==> config.mk <==
export PLATFORM = sky130hd
export DESIGN_NAME = pwm_pair_router
export DESIGN_NICKNAME = d
export VERILOG_FILES = /design/src/rtl/pwm_pair_pkg.sv /design/src/rtl/pwm_src_select.sv /design/src/rtl/pwm_edge_tracker.sv /design/src/rtl/pwm_dead_counter.sv /design/src/rtl/pwm_pin_driver.sv /design/src/rtl/pwm_pair_router.sv
export SDC_FILE = /design/constraint.sdc
export NUM_CORES = 1
export LEC_CHECK = 0
export CAP_MARGIN = 10
export CORE_AREA = 2 2 39 41
export CTS_BUF_LIST = sky130_fd_sc_hd__clkbuf_8
export DETAILED_ROUTE_END_ITERATION = 7
export DIE_AREA = 0 0 41 43
export GPL_TIMING_DRIVEN = 0
export PLACE_DENSITY = 0.93
export SYNTH_ARGS = -nofsm -noshare
export SYNTH_HDL_FRONTEND = slang
export SYNTH_HIERARCHICAL = 1
export SYNTH_SLANG_ARGS = --single-unit
==> constraint.sdc <==
create_clock -name clk -period 5.1 [get_ports clk]
set_input_delay 1.02 -clock clk [delete_from_list [all_inputs] [get_ports clk]]
set_output_delay 1.02 -clock clk [all_outputs]
set_load 0.005 [all_outputs]
==> src/rtl/pwm_pair_pkg.sv <==
package pwm_pair_pkg;

  localparam int unsigned DT_W_DEF = 8;

  typedef enum logic {
    ROUTE_INDEP = 1'b0,
    ROUTE_COMP  = 1'b1
  } route_mode_e;

  typedef enum logic {
    SRC_GEN0 = 1'b0,
    SRC_GEN1 = 1'b1
  } route_src_e;

  typedef struct packed {
    logic hi;
    logic lo;
  } pin_pair_t;

endpackage

==> src/rtl/pwm_src_select.sv <==
module pwm_src_select
  import pwm_pair_pkg::*;
(
  input  logic       gen0_i,
  input  logic       gen1_i,
  input  route_src_e src_i,
  output logic       chosen_o
);

  always_comb begin
    unique case (src_i)
      SRC_GEN1: chosen_o = gen1_i;
      default:  chosen_o = gen0_i;
    endcase
  end

endmodule

==> src/rtl/pwm_edge_tracker.sv <==
module pwm_edge_tracker (
  input  logic clk,
  input  logic rst_n,
  input  logic sig_i,
  output logic level_o,
  output logic edge_o
);

  logic level_q;
  logic level_d;
  logic level_en;
  logic rise;
  logic fall;

  // Edge detection against the last sampled level.
  always_comb begin
    rise     = sig_i & ~level_q;
    fall     = ~sig_i & level_q;
    level_en = rise | fall;
    level_d  = sig_i;
  end

  always_ff @(posedge clk or negedge rst_n) begin
    if (!rst_n) begin
      level_q <= 1'b0;
    end else if (level_en) begin
      level_q <= level_d;
    end
  end

  assign level_o = level_q;
  assign edge_o  = rise | fall;

endmodule

==> src/rtl/pwm_dead_counter.sv <==
module pwm_dead_counter #(
  parameter int unsigned DT_W = 8
) (
  input  logic            clk,
  input  logic            rst_n,
  input  logic            load_i,
  input  logic [DT_W-1:0] load_val_i,
  output logic [DT_W-1:0] cnt_o,
  output logic            idle_o
);

  localparam logic [DT_W-1:0] CNT_ONE  = DT_W'(1);
  localparam logic [DT_W-1:0] CNT_ZERO = '0;

  logic [DT_W-1:0] cnt_q;
  logic [DT_W-1:0] cnt_d;
  logic            cnt_en;

  // A new edge always reloads the counter; otherwise it steps down to zero.
  always_comb begin
    cnt_en = 1'b0;
    cnt_d  = cnt_q;
    if (load_i) begin
      cnt_en = 1'b1;
      cnt_d  = load_val_i;
    end else if (cnt_q != CNT_ZERO) begin
      cnt_en = 1'b1;
      cnt_d  = cnt_q - CNT_ONE;
    end
  end

  always_ff @(posedge clk or negedge rst_n) begin
    if (!rst_n) begin
      cnt_q <= CNT_ZERO;
    end else if (cnt_en) begin
      cnt_q <= cnt_d;
    end
  end

  assign cnt_o  = cnt_q;
  assign idle_o = (cnt_q == CNT_ZERO);

endmodule

==> src/rtl/pwm_pin_driver.sv <==
module pwm_pin_driver
  import pwm_pair_pkg::*;
(
  input  logic        clk,
  input  logic        rst_n,
  input  logic        gen0_i,
  input  logic        gen1_i,
  input  route_mode_e mode_i,
  input  logic        level_i,
  input  logic        idle_i,
  output route_mode_e mode_o,
  output pin_pair_t   pins_o
);

  route_mode_e mode_q;
  logic        gen0_q;
  logic        gen1_q;
  pin_pair_t   pins;

  always_ff @(posedge clk or negedge rst_n) begin
    if (!rst_n) begin
      mode_q <= ROUTE_INDEP;
      gen0_q <= 1'b0;
      gen1_q <= 1'b0;
    end else begin
      mode_q <= mode_i;
      gen0_q <= gen0_i;
      gen1_q <= gen1_i;
    end
  end

  // Both complementary pins are gated by the idle counter: the pin
  // turning off drops at once, the one turning on waits for zero.
  always_comb begin
    unique case (mode_q)
      ROUTE_COMP: begin
        pins.hi = level_i & idle_i;
        pins.lo = ~level_i & idle_i;
      end
      default: begin
        pins.hi = gen0_q;
        pins.lo = gen1_q;
      end
    endcase
  end

  assign mode_o = mode_q;
  assign pins_o = pins;

endmodule

==> src/rtl/pwm_pair_router.sv <==
module pwm_pair_router
  import pwm_pair_pkg::*;
#(
  parameter int unsigned DT_W = DT_W_DEF
) (
  input  logic            clk,
  input  logic            rst_n,
  input  logic            pwm_a_i,
  input  logic            pwm_b_i,
  input  logic            comp_mode_i,
  input  logic            src_sel_i,
  input  logic [DT_W-1:0] dead_cnt_i,
  output logic            hi_o,
  output logic            lo_o
);

  logic            chosen;
  logic            level_q;
  logic            edge_any;
  logic [DT_W-1:0] cnt_q;
  logic            cnt_idle;
  route_mode_e     mode_q;
  pin_pair_t       pins;

  pwm_src_select u_sel (
    .gen0_i   (pwm_a_i),
    .gen1_i   (pwm_b_i),
    .src_i    (route_src_e'(src_sel_i)),
    .chosen_o (chosen)
  );

  pwm_edge_tracker u_edge (
    .clk     (clk),
    .rst_n   (rst_n),
    .sig_i   (chosen),
    .level_o (level_q),
    .edge_o  (edge_any)
  );

  pwm_dead_counter #(.DT_W(DT_W)) u_cnt (
    .clk        (clk),
    .rst_n      (rst_n),
    .load_i     (edge_any),
    .load_val_i (dead_cnt_i),
    .cnt_o      (cnt_q),
    .idle_o     (cnt_idle)
  );

  pwm_pin_driver u_drv (
    .clk     (clk),
    .rst_n   (rst_n),
    .gen0_i  (pwm_a_i),
    .gen1_i  (pwm_b_i),
    .mode_i  (route_mode_e'(comp_mode_i)),
    .level_i (level_q),
    .idle_i  (cnt_idle),
    .mode_o  (mode_q),
    .pins_o  (pins)
  );

  assign hi_o = pins.hi;
  assign lo_o = pins.lo;

endmodule

==> results of run 1 <==
-- final cells by class --
class	count	area share [%]
multi-input cells	49	38.53
flip-flops and latches	12	32.56
repair buffers	15	16.28
plain buffers	3	1.221
well taps	16	2.171
clock buffers	4	5.970
inverters	8	3.256
-- routing by layer --
layer / up-vias / routed length [um] / global-route usage (%) / share of wire (%)
li1: 298 / - / - / -
met4: 0 / 9 / 10.00 / 0.64
met2: 22 / 717 / 32.50 / 51
met5: - / 0 / 0 / 0
met1: 278 / 601 / 26.10 / 42
met3: 2 / 87 / 3.141 / 6.1
-- worst paths after layout --
check                                from              to  slack [ns]
min in group asynchronous           rst_n  u_cnt/cnt_o[1]        1.14
min                        u_cnt/cnt_o[7]  u_cnt/cnt_o[6]        0.68
max in group asynchronous           rst_n  u_cnt/cnt_o[3]        3.60
max reg2reg                u_cnt/cnt_o[0]  u_cnt/cnt_o[4]        3.40
min reg2reg                u_cnt/cnt_o[7]  u_cnt/cnt_o[6]        0.68
max                        u_cnt/cnt_o[0]            lo_o        1.69
-- power by group --
part	internal [uW]	switching [uW]
clock network	68.1	35.1
registers	116	33.4
logic	50.4	51.2
total	234	120
-- cells in the final DEF (no fill, tap or decap), types with 3 or more instances in the layout --
master,n
clkdlybuf4s50_1,15
dfrtp_1,12
inv_1,8
nand2_1,6
nor3_1,5
clkbuf_8,4
o31ai_1,4
clkbuf_1,3
a21oi_1,3
nor2_1,3
-- flip-flops by register name (all words and copies together) (netlist names) --
register	cells
u_cnt/cnt_o	8
u_drv/gen0_q	1
u_drv/gen1_q	1
u_drv/mode_o	1
u_edge/level_o	1
-- worst reg2reg max path, stage by stage (launching register included) --
cell and delay (ns):
dfrtp_1 0.42, inv_1 0.10, ha_1 0.27, or3b_2 0.54, nor2_4 0.15, o31ai_1 0.09
-- through the flow --
stage,setup slack (ns),instances,util (%)
5_1_grt,1.536,107,66.64
4_1_cts,1.667,107,66.64
3_5_place_dp,1.932,103,62.66
3_3_place_gp,1.966,103,62.66
2_1_floorplan,2.590,72,-
6_report,1.688,107,66.64
-- cell families after synthesis --
logic type	synth area share, %
buffers and inverters	5.925
multiplexers	2.154
XOR/XNOR	3.771
AND/OR/NAND/NOR	27.83
flip-flops	43.09
AO/OA/AOI/OAI	15.44
adder cells (fa/ha/maj)	1.795
==> impl_metrics.yaml, run 1 <==
cts:
  clockBufferDepth: 2
  cts.htree.levels: 1
  tritoncts.num_buffers: 3
  clk_transition_reported_paths_ns: 0.06
  ctsResizeCount: 0
  cts_tree: "yes"
  cts_post_setup_buffers_inserted: 0
  root_cell_of_the_clock_tree: "clkbuf_8"
  cts_sinks: 12
  clkLatencyLatePin_ns: 0.24
  cts_hold_buf: 0
die:
  core_area_um2: 1384
  die_h_um: 43
  floorplan.die_area_um2: 1763
  effective_utilization_at_floorplan_pct: 50.36
  pin_count: 16
  fp.dieW_um: 41
  rows: 14
timing:
  layout_worst_path_cycle_share_pct: 66.90
  final_period_minus_worst_setup_slack_ns: 3.412
  holdWs_ns: 0.6753
  fmax_mhz: 293.1
  rsz0062_at_grt: "false"
  setup_tns_ns: 0
  slew_at_the_pin_closest_to_its_max_slew_limit_ns: 0.5511
  fin_skew_ns: 0.005563
  final-hold-violation-count: 0
  timing.slew.headroom_pct: 63.15
  drv_slew: 0
  finalSetupViolCount: 0
finish:
  layout-drive-gt1-share_pct: 12.09
  layout.filler_cells: 119
  diodes: 0
  final_instance_area_um2: 922.1
  multiInputGateArea_um2: 355.3
  layout.area.seq_um2: 300.3
  fin_nets: 107
  synthToLayoutAreaGrowth_pct: 32.32
drt:
  detailroute.via_count: 600
  finalWirelength_mm: 1.416
  drt-vias-per-instance: 5.607
  drtAntennaViolNets: 0
  drt_first_iter_violations: 21
  drt_drc_violations_left: 0
  detail_route.wl_per_cell_um: 13.23
  drtPass1Iterations: 4
logic_synthesis:
  syn_avg_cell_area_um2: 9.679
  synthCells: 72
  syn_area_um2: 696.9
  synth.yosys.warnings: 6
  post_synth_num_cell_types: 30
  synth.top_cells.by_count: "dfrtp_1 (12), inv_1 (8), nand2_1 (6)"
  synth_top_area_share_pct: 43.09
  asyncSetResetFlopFracSynth_pct: 100.0
  synth.area.top_cells: "dfrtp_1 (43%), inv_1 (4.3%), o31ai_1 (4.3%)"
  synth_enable_flop_cells: 0
  synth.net_count: 87
  dominantRegCellSynth: "dfrtp_1"
  synth.largest_area_cell: "dfrtp_1"
  synth-seq-cells: 12
  seq_area_frac_synth_pct: 43.09
  yosysMostFrequentCell: "dfrtp_1"
placed_design:
  place.gp.congestion: 0.7690
  io_buffer_count: 15
  dp.final_hpwl_mm: 1.018
  placed_cell_area_um2: 867.1
run_status:
  outcome: "finished, final reports clean"
critical_path:
  longest_individual_stage_delay_on_the_worst_path_ns: 0.54
  timing.critical_path.to_type: "output pin"
  criticalPathCategory: "flip-flop to output pin"
  timing.critical_path.depth: 7
  critical_path_arrival_ns: 2.39
  r2r.worst_path.cells: 5
  category_of_cells_accounting_for_the_largest_share_of_critical_path_delay: "simple AND/OR/NAND/NOR gates"
  timing.critical_path.required_ns: 4.08
  crit_path_max_fanout: 7
  crit_path_top_delay_cell: "or3b_2"
  critical_path.cell_chain: "inv_1, ha_1, or3b_2, nor2_4, nand3b_1, o21ai_0, clkdlybuf4s50_1"
  setup.worst_path.start_class: "flip-flop"
  critical_path_buf_inv_count: 2
power_and_ir_drop:
  vdd.ir_drop.worst_mv: 0.1641
  power_leakage_uw: 0.0003699
  total_power_consumption_uw: 353.9
  power_density_nw_per_um2: 383.8
global_route:
  first_global_vias: 607
  global_route.usage.total_pct: 20.61
  grt_remaining_overflow: 0
  number_of_antenna_violations_at_the_first_check_in_global_routing: 0
  grt_first_pass_wirelength_mm: 2.477
  grt_start_max_net_pins: 13
job:
  max_cap_violations: 0
hold_path:
  min-delay-path-class: "flip-flop to flip-flop"
  holdPathStages: 2
(Power assumes the default switching activity.)
==> run 2, diff against run 1 <==
--- a/config.mk
+++ b/config.mk
@@ -6,12 +6,12 @@
 export NUM_CORES = 1
 export LEC_CHECK = 0
 export CAP_MARGIN = 10
-export CORE_AREA = 2 2 39 41
+export CORE_MARGIN = 2
+export CORE_UTILIZATION = 50
 export CTS_BUF_LIST = sky130_fd_sc_hd__clkbuf_8
 export DETAILED_ROUTE_END_ITERATION = 7
-export DIE_AREA = 0 0 41 43
 export GPL_TIMING_DRIVEN = 0
-export PLACE_DENSITY = 0.93
+export PLACE_DENSITY = 0.9
 export SYNTH_ARGS = -nofsm -noshare
 export SYNTH_HDL_FRONTEND = slang
 export SYNTH_HIERARCHICAL = 1
==> constraint.sdc (replaced) <==
create_clock -name clk -period 3.3 [get_ports clk]
set_input_delay 0.66 -clock clk [delete_from_list [all_inputs] [get_ports clk]]
set_output_delay 0.66 -clock clk [all_outputs]
set_load 0.005 [all_outputs]
==> run 2 against run 1 <==
  * Utilization is 3.1 points higher
  * Non-clock buffer count is the same
  * Power rose by 47%
  * Die area shrank 3.1%
  * Critical endpoint is now hi_o
  * Global-route usage shrank 0.21 points
  * Setup slack lost 1.5 ns
  * Critical path depth stayed put
  * Flip-flop and latch count stayed put
  * Largest power group unchanged
  * Worst hold slack better by 0.0071 ns
  * Sequential power grew 54%
  * First-iteration DRC count shrank 9.5%
==> impl_metrics.yaml, run 2 (synthesis gave the netlist of run 1 again) <==
run_status:
  outcome: "finished, final reports clean"
timing:
  fmax_mhz: 325.1
  timing.slew.headroom_pct: 65.23
  slew_at_the_pin_closest_to_its_max_slew_limit_ns: 0.5199
  layout_worst_path_cycle_share_pct: 93.21
  finalSetupViolCount: 0
  rsz0062_at_grt: "false"
  post_route_setup_slack_ns: 0.2239
  setup_tns_ns: 0
  final-hold-violation-count: 0
  drv_slew: 0
  final_period_minus_worst_setup_slack_ns: 3.076
  fin_skew_ns: 0.001044
  holdWs_ns: 0.6824
finish:
  layout-drive-gt1-share_pct: 11.11
  layout.cells.most_common_list: "clkdlybuf4s50_1 (15), dfrtp_1 (12), inv_1 (8), nand2_1 (6), nor3_1 (5)"
  largest_reg_flops: 8
  synthToLayoutAreaGrowth_pct: 30.16
  layout_commonest_cell: "clkdlybuf4s50_1"
  fin_nets: 107
  diodes: 0
die:
  rows: 13
  die_h_um: 41.34
  effective_utilization_at_floorplan_pct: 53.56
  pin_count: 16
  floorplan.die_area_um2: 1709
  fp.dieW_um: 41.34
  core_area_um2: 1301
critical_path:
  timing.critical_path.to_type: "output pin"
  setup.worst_path.start_class: "flip-flop"
  critical_path_arrival_ns: 2.42
  timing.critical_path.required_ns: 2.64
  crit_path_max_fanout: 7
  criticalPathCategory: "flip-flop to output pin"
power_and_ir_drop:
  power_density_nw_per_um2: 573.3
  power_leakage_uw: 0.0003627
  vdd.ir_drop.worst_mv: 0.3496
cts:
  root_cell_of_the_clock_tree: "clkbuf_8"
  cts_post_setup_buffers_inserted: 0
  cts_sinks: 12
  clockBufferDepth: 2
  clk_transition_reported_paths_ns: 0.05
  clkLatencyLatePin_ns: 0.23
  cts_hold_buf: 0
  cts.htree.levels: 1
  tritoncts.num_buffers: 3
  ctsResizeCount: 0
  cts_tree: "yes"
placed_design:
  place.gp.congestion: 0.7609
  io_buffer_count: 15
  place_worst_setup_slack_ns: 0.4976
  dp.final_hpwl_mm: 1.064
job:
  max_cap_violations: 0
global_route:
  number_of_antenna_violations_at_the_first_check_in_global_routing: 0
  grt_remaining_overflow: 0
  grt_start_max_net_pins: 13
  grt_first_pass_wirelength_mm: 2.221
  global_route.usage.total_pct: 20.40
  first_global_vias: 558
drt:
  drt-vias-per-instance: 5.714
  drtPass1Iterations: 4
  drt_first_iter_violations: 19
  drtAntennaViolNets: 0
  finalWirelength_mm: 1.471
  detailroute.via_count: 600
  drt_drc_violations_left: 0
  detail_route.wl_per_cell_um: 14.01
hold_path:
  min-delay-path-class: "flip-flop to flip-flop"
## run 2: changes by cell type in the layout (fill, tap and decap cells not counted)
cell and change:
clkbuf_8 -1
## run 2: worst paths after layout
check	slack, ns	cells after the start	startpoint	to
worst min register to register	0.68	2	u_cnt/cnt_o[0]	u_cnt/cnt_o[0]
worst max-delay path	0.22	7	u_cnt/cnt_o[0]	hi_o
min in group asynchronous	0.77	1	rst_n	u_cnt/cnt_o[6]
worst max register to register	1.60	5	u_cnt/cnt_o[0]	u_cnt/cnt_o[3]
max in group asynchronous	2.18	1	rst_n	u_cnt/cnt_o[2]
worst min-delay path	0.68	2	u_cnt/cnt_o[0]	u_cnt/cnt_o[0]
## run 2: cell type report
cell class,instances,area (um2)
Multi-Input combinational cell,49,355.3
Sequential cell,12,300.3
Timing Repair Buffer,15,150.1
Clock buffer,3,41.29
Buffer,3,11.26
Tap cell,15,18.77
Inverter,8,30.03
Fill cell,108,394.1
## run 2: stage by stage
stage / total power (uW) / area, um2 / utilization, % / std cells
final: 520.1 / 907.1 / 69.71 / 105
after global routing: 553.9 / 907.1 / 69.71 / 105
after CTS: 524.1 / 907.1 / 69.71 / 105
after detailed placement: 389.6 / 865.8 / 66.54 / 102
after global placement: 378.9 / 865.8 / 66.54 / 102
after floorplan: 334.1 / 696.9 / - / 72
## run 2: per-layer routing
metal / wire (um) / global-route usage (%)
met4: 10 / 4.839
met1: 635 / 22.33
met2: 734 / 37.50
met5: 0 / 0
met3: 89 / 6.915
## run 2: worst max-delay path, stage by stage (launching register included)
cell and delay, ns:
dfrtp_1 0.41, inv_1 0.09, ha_1 0.27, or3b_2 0.55, nor2_4 0.15, nand3_1 0.08, o21ai_0 0.09, clkdlybuf4s50_1 0.54
## run 2: where the power goes
part | switching, uW | internal [uW] | leakage, uW
Clock | 48.6 | 80.0 | 0.0000216
Combinational | 82.7 | 78.6 | 0.000200
Sequential | 51.4 | 179 | 0.000142
Total | 183 | 337 | 0.000363
==> run 3, diff against run 2 <==
--- a/config.mk
+++ b/config.mk
@@ -12,6 +12,7 @@
 export DETAILED_ROUTE_END_ITERATION = 7
 export GPL_TIMING_DRIVEN = 0
 export PLACE_DENSITY = 0.9
+export SETUP_SLACK_MARGIN = 0.5
 export SYNTH_ARGS = -nofsm -noshare
 export SYNTH_HDL_FRONTEND = slang
 export SYNTH_HIERARCHICAL = 1
==> run 3 against run 2 <==
  * Die area is the same
  * Non-clock buffer count rose by 3
  * Clock-buffer cell count unchanged
  * Global-route usage up 2.9 points
  * Flip-flop and latch count unchanged
  * Maximum frequency grew 21%
  * Power is 8.1% higher
  * First-iteration DRC count unchanged
  * Final cell count increased by 2.9%
  * Largest cell class unchanged
  * Clock power is essentially flat
==> impl_metrics.yaml, run 3 (synthesis gave the netlist of run 1 again) <==
power_and_ir_drop:
  power_leakage_uw: 0.0003928
  power_frac_seq_pct: 39.5
  switchingPower_uw: 199.6
  combinationalPowerShare_pct: 37.6
  share_clk_of_total_power_pct: 22.9
  intPower_uw: 362.8
  power_density_nw_per_um2: 593.0
  power.switching_fraction_pct: 35.50
  vdd.ir_drop.worst_mv: 0.3860
finish:
  layout_commonest_cell: "clkdlybuf4s50_1"
  diodes: 0
  fin_nets: 110
  largest_reg_flops: 8
  final_instance_area_um2: 948.4
  layout.cells.most_common_list: "clkdlybuf4s50_1 (13), dfrtp_1 (10), inv_1 (7), nand2_1 (6), nor3_1 (5)"
  synthToLayoutAreaGrowth_pct: 36.09
  layout-drive-gt1-share_pct: 18.28
drt:
  finalWirelength_mm: 1.712
  drt-vias-per-instance: 6.028
  drtPass1Iterations: 5
  detail_route.wl_per_cell_um: 15.85
  drt_first_iter_violations: 19
  drtAntennaViolNets: 0
  drt_drc_violations_left: 0
  detailroute.via_count: 651
cts:
  clk_transition_reported_paths_ns: 0.05
  clkLatencyLatePin_ns: 0.24
  cts_tree: "yes"
  tritoncts.num_buffers: 3
  cts.htree.levels: 1
  cts_hold_buf: 0
  clockBufferDepth: 2
  root_cell_of_the_clock_tree: "clkbuf_8"
  cts_sinks: 12
critical_path:
  timing.critical_path.to_type: "output pin"
  critical_path_buf_inv_count: 2
  setup.worst_path.start_class: "flip-flop"
  setup.reg_to_reg.worst_slack_ns: 1.61
  crit_path_max_fanout: 7
  longest_individual_stage_delay_on_the_worst_path_ns: 0.42
  critical_path_arrival_ns: 1.89
  r2r-start: "u_edge/level_o"
  critical_path.cell_chain: "inv_1, ha_4, or3b_4, nor2_4, nand3_1, o21ai_0, dlygate4sd2_1"
  r2r_end: "u_cnt/cnt_o[6]"
  worstSetupStartpoint: "u_cnt/cnt_o[1]"
  cp-endpoint: "hi_o"
  r2r.worst_path.cells: 5
  crit_path_top_delay_cell: "or3b_4"
  criticalPathCategory: "flip-flop to output pin"
  category_of_cells_accounting_for_the_largest_share_of_critical_path_delay: "simple AND/OR/NAND/NOR gates"
  timing.critical_path.required_ns: 2.64
  timing.critical_path.depth: 7
global_route:
  grt_start_max_net_pins: 13
  grt_first_pass_wirelength_mm: 2.484
  global_route.usage.total_pct: 23.32
  grt_remaining_overflow: 0
  first_global_vias: 596
  number_of_antenna_violations_at_the_first_check_in_global_routing: 0
timing:
  slew_at_the_pin_closest_to_its_max_slew_limit_ns: 0.5234
  fin_skew_ns: 0.001910
  fmax_mhz: 391.9
  setup_tns_ns: 0
  finalSetupViolCount: 0
  final-hold-violation-count: 0
  rsz0062_at_grt: "false"
  final_period_minus_worst_setup_slack_ns: 2.552
  drv_slew: 0
  holdWs_ns: 0.6636
  layout_worst_path_cycle_share_pct: 77.32
  timing.slew.headroom_pct: 65.00
die:
  effective_utilization_at_floorplan_pct: 53.56
  core_area_um2: 1301
  floorplan.die_area_um2: 1709
  rows: 13
  fp.dieW_um: 41.34
  pin_count: 16
  die_h_um: 41.34
hold_path:
  min-delay-path-class: "flip-flop to flip-flop"
job:
  max_cap_violations: 0
placed_design:
  io_buffer_count: 15
  dp.final_hpwl_mm: 1.064
  placed_cell_area_um2: 865.8
  place.gp.congestion: 0.7609
run_status:
  outcome: "finished, final reports clean"
[run 3: cell count changes in the layout (fill, tap and decap cells not counted), sizes merged]
cell / previous run / this run
clkdlybuf4s50: 15 / 13
dlygate4sd2: 0 / 1
buf: 0 / 3
dlymetal6s2s: 0 / 1
[run 3: how the worst min path moves through the flow]
stage | cells past startpoint | startpoint | slack [ns] | end
detailed placement | 2 | u_cnt/cnt_o[7] | 0.67 | u_cnt/cnt_o[6]
floorplan | 0 | rst_n | 0.36 | u_cnt/cnt_o[0]
CTS | 2 | u_cnt/cnt_o[3] | 0.67 | u_cnt/cnt_o[3]
global route | 2 | u_cnt/cnt_o[3] | 0.69 | u_cnt/cnt_o[3]
finish | 2 | u_cnt/cnt_o[3] | 0.66 | u_cnt/cnt_o[3]
global placement | 2 | u_cnt/cnt_o[7] | 0.64 | u_cnt/cnt_o[6]
[run 3: through the flow]
step | utilization [%] | setup slack [ns] | power (uW) | std cells
final | 72.88 | 0.7484 | 562.4 | 108
after global routing | 72.88 | 0.6323 | 598.2 | 108
after CTS | 72.69 | 0.5054 | 556.7 | 108
after detailed placement | 66.54 | 0.4976 | 389.6 | 102
after global placement | 66.54 | 0.5211 | 378.9 | 102
after floorplan | - | 1.150 | 334.1 | 72
[run 3: worst min-delay path: stages (launching register included)]
cell and delay [ns]:
dfrtp_2 0.43, xnor2_1 0.14, o31ai_1 0.06
[run 3: layout make-up]
type,instances,area [um2]
repair buffers,18,173.9
plain buffers,3,11.26
clock buffers,3,41.29
flip-flops and latches,12,302.8
inverters,8,30.03
multi-input cells,49,370.4
well taps,15,18.77
fillers,100,352.8
[run 3: routing by layer]
layer	part of all wire (%)	vias up	GRT usage, %
li1	-	303	-
met1	37	292	24.00
met2	51	45	41.02
met3	7.9	11	7.979
met4	4.0	0	12.90
met5	0	-	0
[run 3: power by group through the flow]
stage                     clock network, uW  logic [uW]  registers [uW]
final                                   129         211             222
after global routing                    141         230             227
after CTS                               134         201             221
after detailed placement                  0         158             231
after global placement                    0         150             229
after floorplan                           0         114             220
[run 3: repair_timing]
item,CTS,global route
endpoints found under the setup margin,2,1
setup buffers,3,0
pin swaps,1,0
gates resized for setup,7,1
